$ cat config.mk
export PLATFORM = sky130hd
export DESIGN_NAME = addr_watch_unit
export DESIGN_NICKNAME = d
export VERILOG_FILES = /design/src/rtl/addr_watch_pkg.sv /design/src/rtl/aw_entry.sv /design/src/rtl/aw_pc_log.sv /design/src/rtl/addr_watch_unit.sv
export SDC_FILE = /design/constraint.sdc
export NUM_CORES = 2
export LEC_CHECK = 0
export ABC_AREA = 1
export BUFFER_PORTS_ARGS = -buffer_cell sky130_fd_sc_hd__clkbuf_2
export CORE_MARGIN = 4
export CORE_UTILIZATION = 40
export CTS_CLUSTER_SIZE = 14
export DETAILED_ROUTE_END_ITERATION = 8
export HOLD_SLACK_MARGIN = 0.02
export REMOVE_ABC_BUFFERS = 1
export SLEW_MARGIN = 20
export SYNTH_ARGS = -nofsm -noshare
export SYNTH_HDL_FRONTEND = slang
export SYNTH_SLANG_ARGS = --single-unit
$ cat constraint.sdc
create_clock -name clk -period 7.8 [get_ports clk]
set_input_delay 2.34 -clock clk [delete_from_list [all_inputs] [get_ports clk]]
set_output_delay 2.34 -clock clk [all_outputs]
set_load 0.05 [all_outputs]
$ cat src/rtl/addr_watch_pkg.sv
package addr_watch_pkg;

  typedef struct packed {
    logic sticky;
    logic on_write;
    logic on_read;
  } watch_kind_t;

  typedef enum logic [1:0] {
    FLD_BASE = 2'd0,
    FLD_SIZE = 2'd1,
    FLD_KIND = 2'd2,
    FLD_CTRL = 2'd3
  } cfg_field_t;

endpackage

$ cat src/rtl/aw_entry.sv
module aw_entry
  import addr_watch_pkg::*;
#(
  parameter int ADDR_W = 16
) (
  input  logic              clk,
  input  logic              rst_n,
  input  logic              we_base,
  input  logic              we_size,
  input  logic              we_kind,
  input  logic              we_ctrl,
  input  logic [ADDR_W-1:0] wdata,
  input  logic              bus_valid,
  input  logic [ADDR_W-1:0] bus_addr,
  input  logic              bus_write,
  output logic              armed,
  output logic              hit,
  output logic              addr_match,
  output logic              halt_want
);

  logic [ADDR_W-1:0] base_q;
  logic [ADDR_W-1:0] size_q;
  watch_kind_t       kind_q;
  logic [ADDR_W:0]   limit;
  logic              in_range;

  assign limit      = {1'b0, base_q} + {1'b0, size_q};
  assign in_range   = (bus_addr >= base_q) && ({1'b0, bus_addr} < limit);
  assign addr_match = bus_valid && armed && in_range;
  assign halt_want  = addr_match && (bus_write ? kind_q.on_write : kind_q.on_read);

  always_ff @(posedge clk) begin
    if (!rst_n) begin
      base_q <= '0;
      size_q <= '0;
      kind_q <= '0;
      armed  <= 1'b0;
      hit    <= 1'b0;
    end else begin
      if (addr_match) begin
        hit <= 1'b1;
        if (!kind_q.sticky) armed <= 1'b0;
      end
      if (we_base) base_q <= wdata;
      if (we_size) size_q <= wdata;
      if (we_kind) kind_q <= watch_kind_t'(wdata[2:0]);
      if (we_ctrl) begin
        armed <= wdata[0];
        if (wdata[1]) hit <= 1'b0;
      end
    end
  end

  // any match raises the hit flag unless a clear write lands together
  a_r3_hit_on_match: assert property (@(posedge clk) disable iff (!rst_n)
    addr_match && !(we_ctrl && wdata[1]) |=> hit);

  // non-sticky entries disarm after a match
  a_r4_nonsticky_disarm: assert property (@(posedge clk) disable iff (!rst_n)
    addr_match && !kind_q.sticky && !we_ctrl |=> !armed);

  // sticky entries keep their arm bit
  a_r4_sticky_keep: assert property (@(posedge clk) disable iff (!rst_n)
    addr_match && kind_q.sticky && !we_ctrl |=> armed);

  // a disarmed entry without a control write stays quiet next cycle
  a_r2_idle_stays: assert property (@(posedge clk) disable iff (!rst_n)
    !armed && !we_ctrl |=> !addr_match);

endmodule

$ cat src/rtl/aw_pc_log.sv
module aw_pc_log #(
  parameter int ADDR_W = 16,
  parameter int DEPTH  = 8
) (
  input  logic              clk,
  input  logic              rst_n,
  input  logic              bus_sync,
  input  logic [ADDR_W-1:0] bus_pc,
  input  logic              rd_start,
  output logic              log_valid,
  input  logic              log_ready,
  output logic [ADDR_W-1:0] log_pc,
  output logic              log_last
);

  localparam int IW = (DEPTH > 1) ? $clog2(DEPTH) : 1;
  localparam logic [IW-1:0] LAST_CNT = IW'(DEPTH - 1);

  logic [ADDR_W-1:0] slots [DEPTH];
  logic [IW-1:0]     wr_idx;
  logic [IW-1:0]     rd_ptr;
  logic [IW-1:0]     beat_cnt;
  logic              busy;

  assign log_valid = busy;
  assign log_pc    = slots[rd_ptr];
  assign log_last  = busy && (beat_cnt == LAST_CNT);

  always_ff @(posedge clk) begin
    if (!rst_n) begin
      for (int i = 0; i < DEPTH; i++) slots[i] <= '0;
      wr_idx <= '0;
    end else if (bus_sync) begin
      slots[wr_idx] <= bus_pc;
      wr_idx        <= wr_idx + 1'b1;
    end
  end

  always_ff @(posedge clk) begin
    if (!rst_n) begin
      busy     <= 1'b0;
      rd_ptr   <= '0;
      beat_cnt <= '0;
    end else if (!busy) begin
      if (rd_start) begin
        busy     <= 1'b1;
        rd_ptr   <= wr_idx;
        beat_cnt <= '0;
      end
    end else if (log_ready) begin
      rd_ptr   <= rd_ptr + 1'b1;
      beat_cnt <= beat_cnt + 1'b1;
      if (beat_cnt == LAST_CNT) busy <= 1'b0;
    end
  end

  // a stalled beat stays offered
  a_r9_valid_hold: assert property (@(posedge clk) disable iff (!rst_n)
    log_valid && !log_ready |=> log_valid);

  // a stalled beat keeps its data when no new value is logged
  a_r9_data_hold: assert property (@(posedge clk) disable iff (!rst_n)
    log_valid && !log_ready && !bus_sync |=> $stable(log_pc) && $stable(log_last));

  // the stream ends right after its last beat is taken
  a_r9_end_after_last: assert property (@(posedge clk) disable iff (!rst_n)
    log_last && log_ready |=> !log_valid);

endmodule

$ cat src/rtl/addr_watch_unit.sv
module addr_watch_unit
  import addr_watch_pkg::*;
#(
  parameter int NUM_ENT   = 16,
  parameter int ADDR_W    = 16,
  parameter int LOG_DEPTH = 8,
  localparam int ENT_W    = (NUM_ENT > 1) ? $clog2(NUM_ENT) : 1
) (
  input  logic               clk,
  input  logic               rst_n,
  input  logic               bus_valid,
  input  logic [ADDR_W-1:0]  bus_addr,
  input  logic               bus_write,
  input  logic               bus_sync,
  input  logic [ADDR_W-1:0]  bus_pc,
  input  logic               cfg_we,
  input  logic [ENT_W+1:0]   cfg_addr,
  input  logic [ADDR_W-1:0]  cfg_wdata,
  input  logic               halt_clear,
  output logic               halt_req,
  output logic [NUM_ENT-1:0] hit_flags,
  output logic [NUM_ENT-1:0] arm_map,
  input  logic               rd_start,
  output logic               log_valid,
  input  logic               log_ready,
  output logic [ADDR_W-1:0]  log_pc,
  output logic               log_last
);

  logic [ENT_W-1:0]   sel_idx;
  cfg_field_t         sel_fld;
  logic [NUM_ENT-1:0] match_vec;
  logic [NUM_ENT-1:0] halt_vec;
  logic               any_halt;

  assign sel_idx  = cfg_addr[ENT_W+1:2];
  assign sel_fld  = cfg_field_t'(cfg_addr[1:0]);
  assign any_halt = |halt_vec;

  for (genvar g = 0; g < NUM_ENT; g++) begin : g_ent
    logic hit_me;
    assign hit_me = cfg_we && (sel_idx == ENT_W'(g));
    aw_entry #(.ADDR_W(ADDR_W)) u_ent (
      .clk        (clk),
      .rst_n      (rst_n),
      .we_base    (hit_me && sel_fld == FLD_BASE),
      .we_size    (hit_me && sel_fld == FLD_SIZE),
      .we_kind    (hit_me && sel_fld == FLD_KIND),
      .we_ctrl    (hit_me && sel_fld == FLD_CTRL),
      .wdata      (cfg_wdata),
      .bus_valid  (bus_valid),
      .bus_addr   (bus_addr),
      .bus_write  (bus_write),
      .armed      (arm_map[g]),
      .hit        (hit_flags[g]),
      .addr_match (match_vec[g]),
      .halt_want  (halt_vec[g])
    );
  end

  always_ff @(posedge clk) begin
    if (!rst_n)          halt_req <= 1'b0;
    else if (any_halt)   halt_req <= 1'b1;
    else if (halt_clear) halt_req <= 1'b0;
  end

  aw_pc_log #(.ADDR_W(ADDR_W), .DEPTH(LOG_DEPTH)) u_log (
    .clk       (clk),
    .rst_n     (rst_n),
    .bus_sync  (bus_sync),
    .bus_pc    (bus_pc),
    .rd_start  (rd_start),
    .log_valid (log_valid),
    .log_ready (log_ready),
    .log_pc    (log_pc),
    .log_last  (log_last)
  );

  // a halting match raises the request on the next edge
  a_r5_halt_set: assert property (@(posedge clk) disable iff (!rst_n)
    any_halt |=> halt_req);

  // the request holds until cleared
  a_r5_halt_hold: assert property (@(posedge clk) disable iff (!rst_n)
    halt_req && !halt_clear |=> halt_req);

  // a clear with no new halting match drops the request
  a_r5_halt_clear: assert property (@(posedge clk) disable iff (!rst_n)
    halt_clear && !any_halt |=> !halt_req);

  // no entry matches on an idle bus
  a_r2_idle_bus: assert property (@(posedge clk) disable iff (!rst_n)
    !bus_valid |-> match_vec == '0);

endmodule

# Word level (Yosys, flattened, before mapping)

Memory sizes are Yosys's and may differ from the RTL's. A register that Yosys moved wholly into a read port is not among the register bits.
Index checks and enable logic that the tools add are counted.
Widths: inputs -> output; s select.

Equal/unequal tests: 36
Multiplexer cells: 133
Multipliers: 0
Bitwise gates (word level): 0
Div/mod/pow operators: 0
$lt $le $gt $ge: 32
Add/subtract/negate cells: 19
Shift-type cells: 0
Reduce and logical (&&, ||, !) cells: 184

Operators by type and width:

| operator            | count |
|---|---|
| $add 16x16->17      | 16 |
| $lt 16x17->1        | 16 |
| $ge 16x16->1        | 16 |
| $logic_and 1x1->1   | 145 |
| $mux 1              | 123 |
| $reduce_bool 2->1   | 18 |
| $reduce_and 2->1    | 17 |
| $eq 4x4->1 const B  | 8 |
| $ne 2x1->1 const B  | 16 |
| $reduce_or 16->1    | 2 |
| $mux 3              | 9 |
| $eq 4x3->1 const B  | 4 |
| $mux 16             | 1 |
| $add 3x1->3 const B | 3 |
| $eq 4x2->1 const B  | 2 |
| $eq 2x2->1 const B  | 2 |
| $eq 4x1->1 const B  | 1 |
| $logic_not 4->1     | 1 |
| $eq 3x3->1 const B  | 1 |
| $eq 2x1->1 const B  | 1 |
| $logic_not 2->1     | 1 |
| $ne 2x2->1 const B  | 1 |

Memories kept: 1
Flip-flop bits (word level): 603
ROM bits: 0
Memory bits (writable): 128
Output and inout port bits: 51
Word-level logic and storage cells: 522
Bits in latches: 0

Memory list:

| memory      | words | width | rd ports | clocked after Yosys merged registers in | write ports | line            | source |
|---|---|---|---|---|---|---|---|
| u_log.slots | 8     | 16    | 1        | 1                                       | 8           | aw_pc_log.sv:19 | `logic [ADDR_W-1:0] slots [DEPTH];` |

# Depth between registers and ports, before layout

Depth after elaboration: 7
Mapped depth: 24

# Hierarchy

From an unflattened synthesis, not the netlist that was laid out.

Cells, all modules: 7,025
Area total of the unflattened synthesis: 51,934.8 sq um

Modules (own cells, without submodules):

| module                         | area each (sq um) | seq. area each (sq um) | cells each | instances |
|---|---|---|---|---|
| aw_entry (g_ent[13].u_ent ...) | 2,797.7           | 740.7                  | 387        | 8 |
| aw_entry (g_ent[0].u_ent ...)  | 2,778.9           | 740.7                  | 376        | 8 |
| aw_pc_log                      | 6,797.8           | 4,103.9                | 797        | 1 |
| addr_watch_unit                | 524.3             | 20.0                   | 124        | 1 |

# Least setup slack after synthesis

OpenSTA, ideal clock, no wires.

Path type: reg-to-output
Start: register (tool-made name)
End: output log_pc[12]
Arrival: 1.969 ns
Buffers on the path: 2
Slack: 3.491 ns
Stages on the path, launching flop included: 7
Required time: 5.460 ns
Cells stage by stage: dfxtp_1 > clkbuf_1 > clkbuf_1 > o21ai_0 > o22ai_1 > nor2_1 > a31oi_1

RTL lines:

| element          | line                  | source |
|---|---|---|
| end: declaration | addr_watch_unit.sv:26 | `output logic [ADDR_W-1:0] log_pc,` |

==> out/metrics.cfg <==
[finish]
finish.cell_count_without_fillers=8263
area_growth_syn_to_layout_pct=10.00
post_route_cells_drive_above_1_share_pct=6.116
final_nets=7385

[timing]
final-hold-violation-count=0
worst_clock_skew_ns=0.02644
fin_setup_tns_ns=0
grt_setup_unrepaired=false
fmax_mhz=188.6
relative_slew_slack_pct=25.07
timing.final.max_slew_violations=0
tightest_slew_ns=1.124
period_minus_slack_ns=5.301
report.final.setup_viol=0
timing.final.crit_share_pct=67.96

[drt]
vias=44078
ant_nets=0
drt-vias-per-instance=5.334
route.detailed.drc=0
first_iter_violations=3294
firstDrtPassIters=5
wl_per_cell_um=18.84
final_wl_mm=155.6

[floorplanning]
ioPinCount=114
die_w_um=360.6
die_footprint_um2=130000
die_y_um=360.6
initial_utilization_pct=40.22
core_region_area_um2=123600
core.rowCount=129

[logic_synthesis]
synth_xor_area_share_pct=3.945
simple_gate_fraction_of_synth_area_pct=16.87
synth_cell_types=47
async_flop_share_pct=0
proportion_of_synthesized_area_in_mux_cells_pct=0
synth_edf_count=128
yosys_register_bits=734
synth_area_in_adders_pct=19.67
netlist_area_um2=49730
seq_area_frac_synth_pct=32.12
synth_instances=6581
yosys_warnings=0
combinational_family_with_the_most_area_after_synthesis=adder cells
postSynth.topFlopCell=sky130_fd_sc_hd__dfxtp_1
complex_gate_fraction_of_the_synthesized_area_pct=19.55
syn_area_per_cell_um2=7.556

[global_route]
grt_antenna_before_repair=12
pin_count_of_the_biggest_net_entering_global_routing=235
grt_overflow_total=0
grt_pass1_wl_mm=240.3
grt_pass1_vias=41838
track_usage_pct=23.22

[pwr]
p_leak_nw=24.07
powerDensity_nw_per_um2=174.8
peakVddDrop_mv=0.1722

[worst_setup_path]
critical_path_class=reg2out
critical_path_required_ns=5.46
worst_ep_arrival_time_ns=2.96
kind_of_end_point_of_the_critical_path=primary output
critical_path.startpoint_type=flip-flop
critical_path_peak_fanout=64

[clocking]
clock_tree.root_cell=sky130_fd_sc_hd__clkbuf_16
h-tree-depth=3
cts.sinks=734
clock_tree_from_tritoncts=yes
clkSlewWorstSetupHoldPaths_ns=0.06
total_of_hold_buffers_inserted_after_clock_tree_synthesis=0
cts-buffers-inserted=88
clock_path_buffers=3
clock_latency_ns=0.69
cts_post_setup_buffers_inserted=0
quantity_of_gates_resized_following_cts=0

[run]
timing.max_cap.violations=0

[placed_design]
place_inst=8097
routabilityCongestion=0.8672
numPortBuffers=113
place_hpwl_mm=101.0

[status]
status=finished clean

[min_path]
hold_path_class=reg2reg

-- final timing paths --
check,cells past startpoint,endpoint,slack (ns),startpoint
max reg2reg,23,halt_req,4.03,g_ent[2].u_ent.size_q[2]
max,7,log_pc[9],2.50,flip-flop
min reg2reg,2,g_ent[10].u_ent.kind_q[0],0.45,g_ent[10].u_ent.kind_q[0]
min,2,g_ent[10].u_ent.kind_q[0],0.45,g_ent[10].u_ent.kind_q[0]
-- placed cells by master (no fill, tap or decap), types with 13 or more instances in the layout --
master                      synthesis  routed
sky130_fd_sc_hd__xnor2_1           89      89
sky130_fd_sc_hd__ha_1             756     756
sky130_fd_sc_hd__a31oi_1           57      57
sky130_fd_sc_hd__o21bai_1          22      22
sky130_fd_sc_hd__clkbuf_16          0      88
sky130_fd_sc_hd__a21oi_1          810     810
sky130_fd_sc_hd__clkbuf_2           2      97
sky130_fd_sc_hd__o21ai_0          728     728
sky130_fd_sc_hd__a21boi_1          20      20
sky130_fd_sc_hd__edfxtp_1         128     128
sky130_fd_sc_hd__o22ai_1           16      16
sky130_fd_sc_hd__nor2_4            15      15
sky130_fd_sc_hd__nor2_1           842     842
sky130_fd_sc_hd__nand4_1           57      57
sky130_fd_sc_hd__o211ai_1          17      17
sky130_fd_sc_hd__xor2_1           135     135
sky130_fd_sc_hd__o31ai_1           17      17
sky130_fd_sc_hd__nand3_1          205     205
sky130_fd_sc_hd__dfxtp_1          606     605
sky130_fd_sc_hd__and3_1            13      13
sky130_fd_sc_hd__a21o_1            48      48
sky130_fd_sc_hd__nor3_1            84      84
sky130_fd_sc_hd__fa_1              16      16
sky130_fd_sc_hd__inv_1            671     670
sky130_fd_sc_hd__o21ai_1           31      31
sky130_fd_sc_hd__nor2_2            21      21
sky130_fd_sc_hd__buf_2             38      13
sky130_fd_sc_hd__inv_2             36      37
sky130_fd_sc_hd__o21ai_2           13      13
sky130_fd_sc_hd__buf_4             32      49
sky130_fd_sc_hd__clkbuf_8           0      18
sky130_fd_sc_hd__bufinv_16          0      15
sky130_fd_sc_hd__nand2_1          794     794
-- power by group --
group	switching [mW]	internal, mW	total [mW]
clock network	1.81	2.76	4.56
registers	0.0307	3.91	3.94
logic	0.755	0.302	1.06
total	2.59	6.97	9.56
-- registers in the layout, summed over array words and instances, names as in the netlist, 3 cells and up, named ones only --
name,cells
g_ent.u_ent.kind_q,48
g_ent.u_ent.hit,16
u_log.slots,128
u_log.wr_idx,3
g_ent.u_ent.base_q,256
g_ent.u_ent.armed,16
u_log.beat_cnt,3
g_ent.u_ent.size_q,256
u_log.rd_ptr,3
-- final cells by class --
cell class	instances	area (um^2)
Antenna cell	4	10.01
Sequential cell	734	15980
Tap cell	1637	2048
Clock buffer	116	2487
Timing Repair Buffer	161	953.4
Inverter	709	2661
Multi-Input combinational cell	4856	29850
Clock inverter	46	716.9
Fill cell	12521	68930
-- synth_stat cells, types with 6 or more instances --
| cell type | instances | area share [%] |
|---|---|---|
| sky130_fd_sc_hd__o21bai_1 | 22 | 0.33 |
| sky130_fd_sc_hd__a211oi_1 | 7 | 0.11 |
| sky130_fd_sc_hd__nand4_1 | 57 | 0.72 |
| sky130_fd_sc_hd__o21ai_2 | 13 | 0.23 |
| sky130_fd_sc_hd__o21ai_0 | 728 | 7.3 |
| sky130_fd_sc_hd__and3_1 | 13 | 0.16 |
| sky130_fd_sc_hd__a21boi_1 | 20 | 0.30 |
| sky130_fd_sc_hd__nand3_1 | 205 | 2.1 |
| sky130_fd_sc_hd__xnor2_1 | 89 | 1.6 |
| sky130_fd_sc_hd__a221oi_1 | 6 | 0.11 |
| sky130_fd_sc_hd__a31oi_1 | 57 | 0.72 |
| sky130_fd_sc_hd__dfxtp_1 | 606 | 24 |
| sky130_fd_sc_hd__o21ai_1 | 31 | 0.31 |
| sky130_fd_sc_hd__nor2_1 | 842 | 6.4 |
| sky130_fd_sc_hd__nor2_2 | 21 | 0.26 |
| sky130_fd_sc_hd__buf_2 | 38 | 0.38 |
| sky130_fd_sc_hd__buf_4 | 32 | 0.48 |
| sky130_fd_sc_hd__nor3_1 | 84 | 0.85 |
| sky130_fd_sc_hd__o31ai_1 | 17 | 0.26 |
| sky130_fd_sc_hd__o31a_1 | 11 | 0.19 |
| sky130_fd_sc_hd__a21o_1 | 48 | 0.72 |
| sky130_fd_sc_hd__fa_1 | 16 | 0.64 |
| sky130_fd_sc_hd__clkbuf_1 | 188 | 1.4 |
| sky130_fd_sc_hd__o211ai_1 | 17 | 0.26 |
| sky130_fd_sc_hd__inv_2 | 36 | 0.27 |
| sky130_fd_sc_hd__a21oi_2 | 6 | 0.11 |
| sky130_fd_sc_hd__edfxtp_1 | 128 | 7.7 |
| sky130_fd_sc_hd__a21oi_1 | 810 | 8.2 |
| sky130_fd_sc_hd__nor2_4 | 15 | 0.34 |
| sky130_fd_sc_hd__nand2_1 | 794 | 6.0 |
| sky130_fd_sc_hd__ha_1 | 756 | 19 |
| sky130_fd_sc_hd__xor2_1 | 135 | 2.4 |
| sky130_fd_sc_hd__inv_1 | 671 | 5.1 |
| sky130_fd_sc_hd__o22ai_1 | 16 | 0.20 |
| sky130_fd_sc_hd__buf_1 | 20 | 0.15 |
-- logic make-up (layout without fill, tap and decap cells) --
kind of cell / after synthesis / count (layout)
AOI/OAI and AO/OA: 1822 / 1822
xor gates and xnor gates: 224 / 224
and+or+nand+nor: 2038 / 2038
DFF: 734 / 734
buffers and inverters: 991 / 1032
adders and majority gates: 772 / 772
other: 0 / 4
-- critical path, stage by stage, from the launching register on --
cell,delay [ns]
sky130_fd_sc_hd__dfxtp_2,0.82
sky130_fd_sc_hd__clkinv_1,0.15
sky130_fd_sc_hd__buf_4,0.34
sky130_fd_sc_hd__o21ai_0,0.25
sky130_fd_sc_hd__o22ai_1,0.10
sky130_fd_sc_hd__nor2_1,0.16
sky130_fd_sc_hd__a31oi_1,0.09
sky130_fd_sc_hd__clkbuf_2,0.28
-- routing by layer --
layer  share of wire [%]  vias up  global-route usage (%)
met5                   0        -                       0
met4                 2.7        0                   6.149
met3                 5.9      268                   3.296
met2                  44     1100                   37.21
met1                  48    20471                   32.76
li1                    -    22239                       -
-- through the flow --
| step | power [mW] | instance area [um^2] | setup slack, ns | util, % | hold WS (ns) |
|---|---|---|---|---|---|
| 2_1_floorplan | 4.604 | 48490 | 2.143 | - | 0.4233 |
| 3_3_place_gp | 5.052 | 51490 | 2.411 | 41.64 | 0.4342 |
| 3_5_place_dp | 5.073 | 51490 | 2.430 | 41.64 | 0.4389 |
| 4_1_cts | 9.641 | 54690 | 2.480 | 44.24 | 0.4482 |
| 5_1_grt | 9.917 | 54690 | 2.308 | 44.24 | 0.4661 |
| 6_report | 9.560 | 54700 | 2.499 | 44.24 | 0.4473 |
Note: power is estimated with default switching activity, not from simulation.
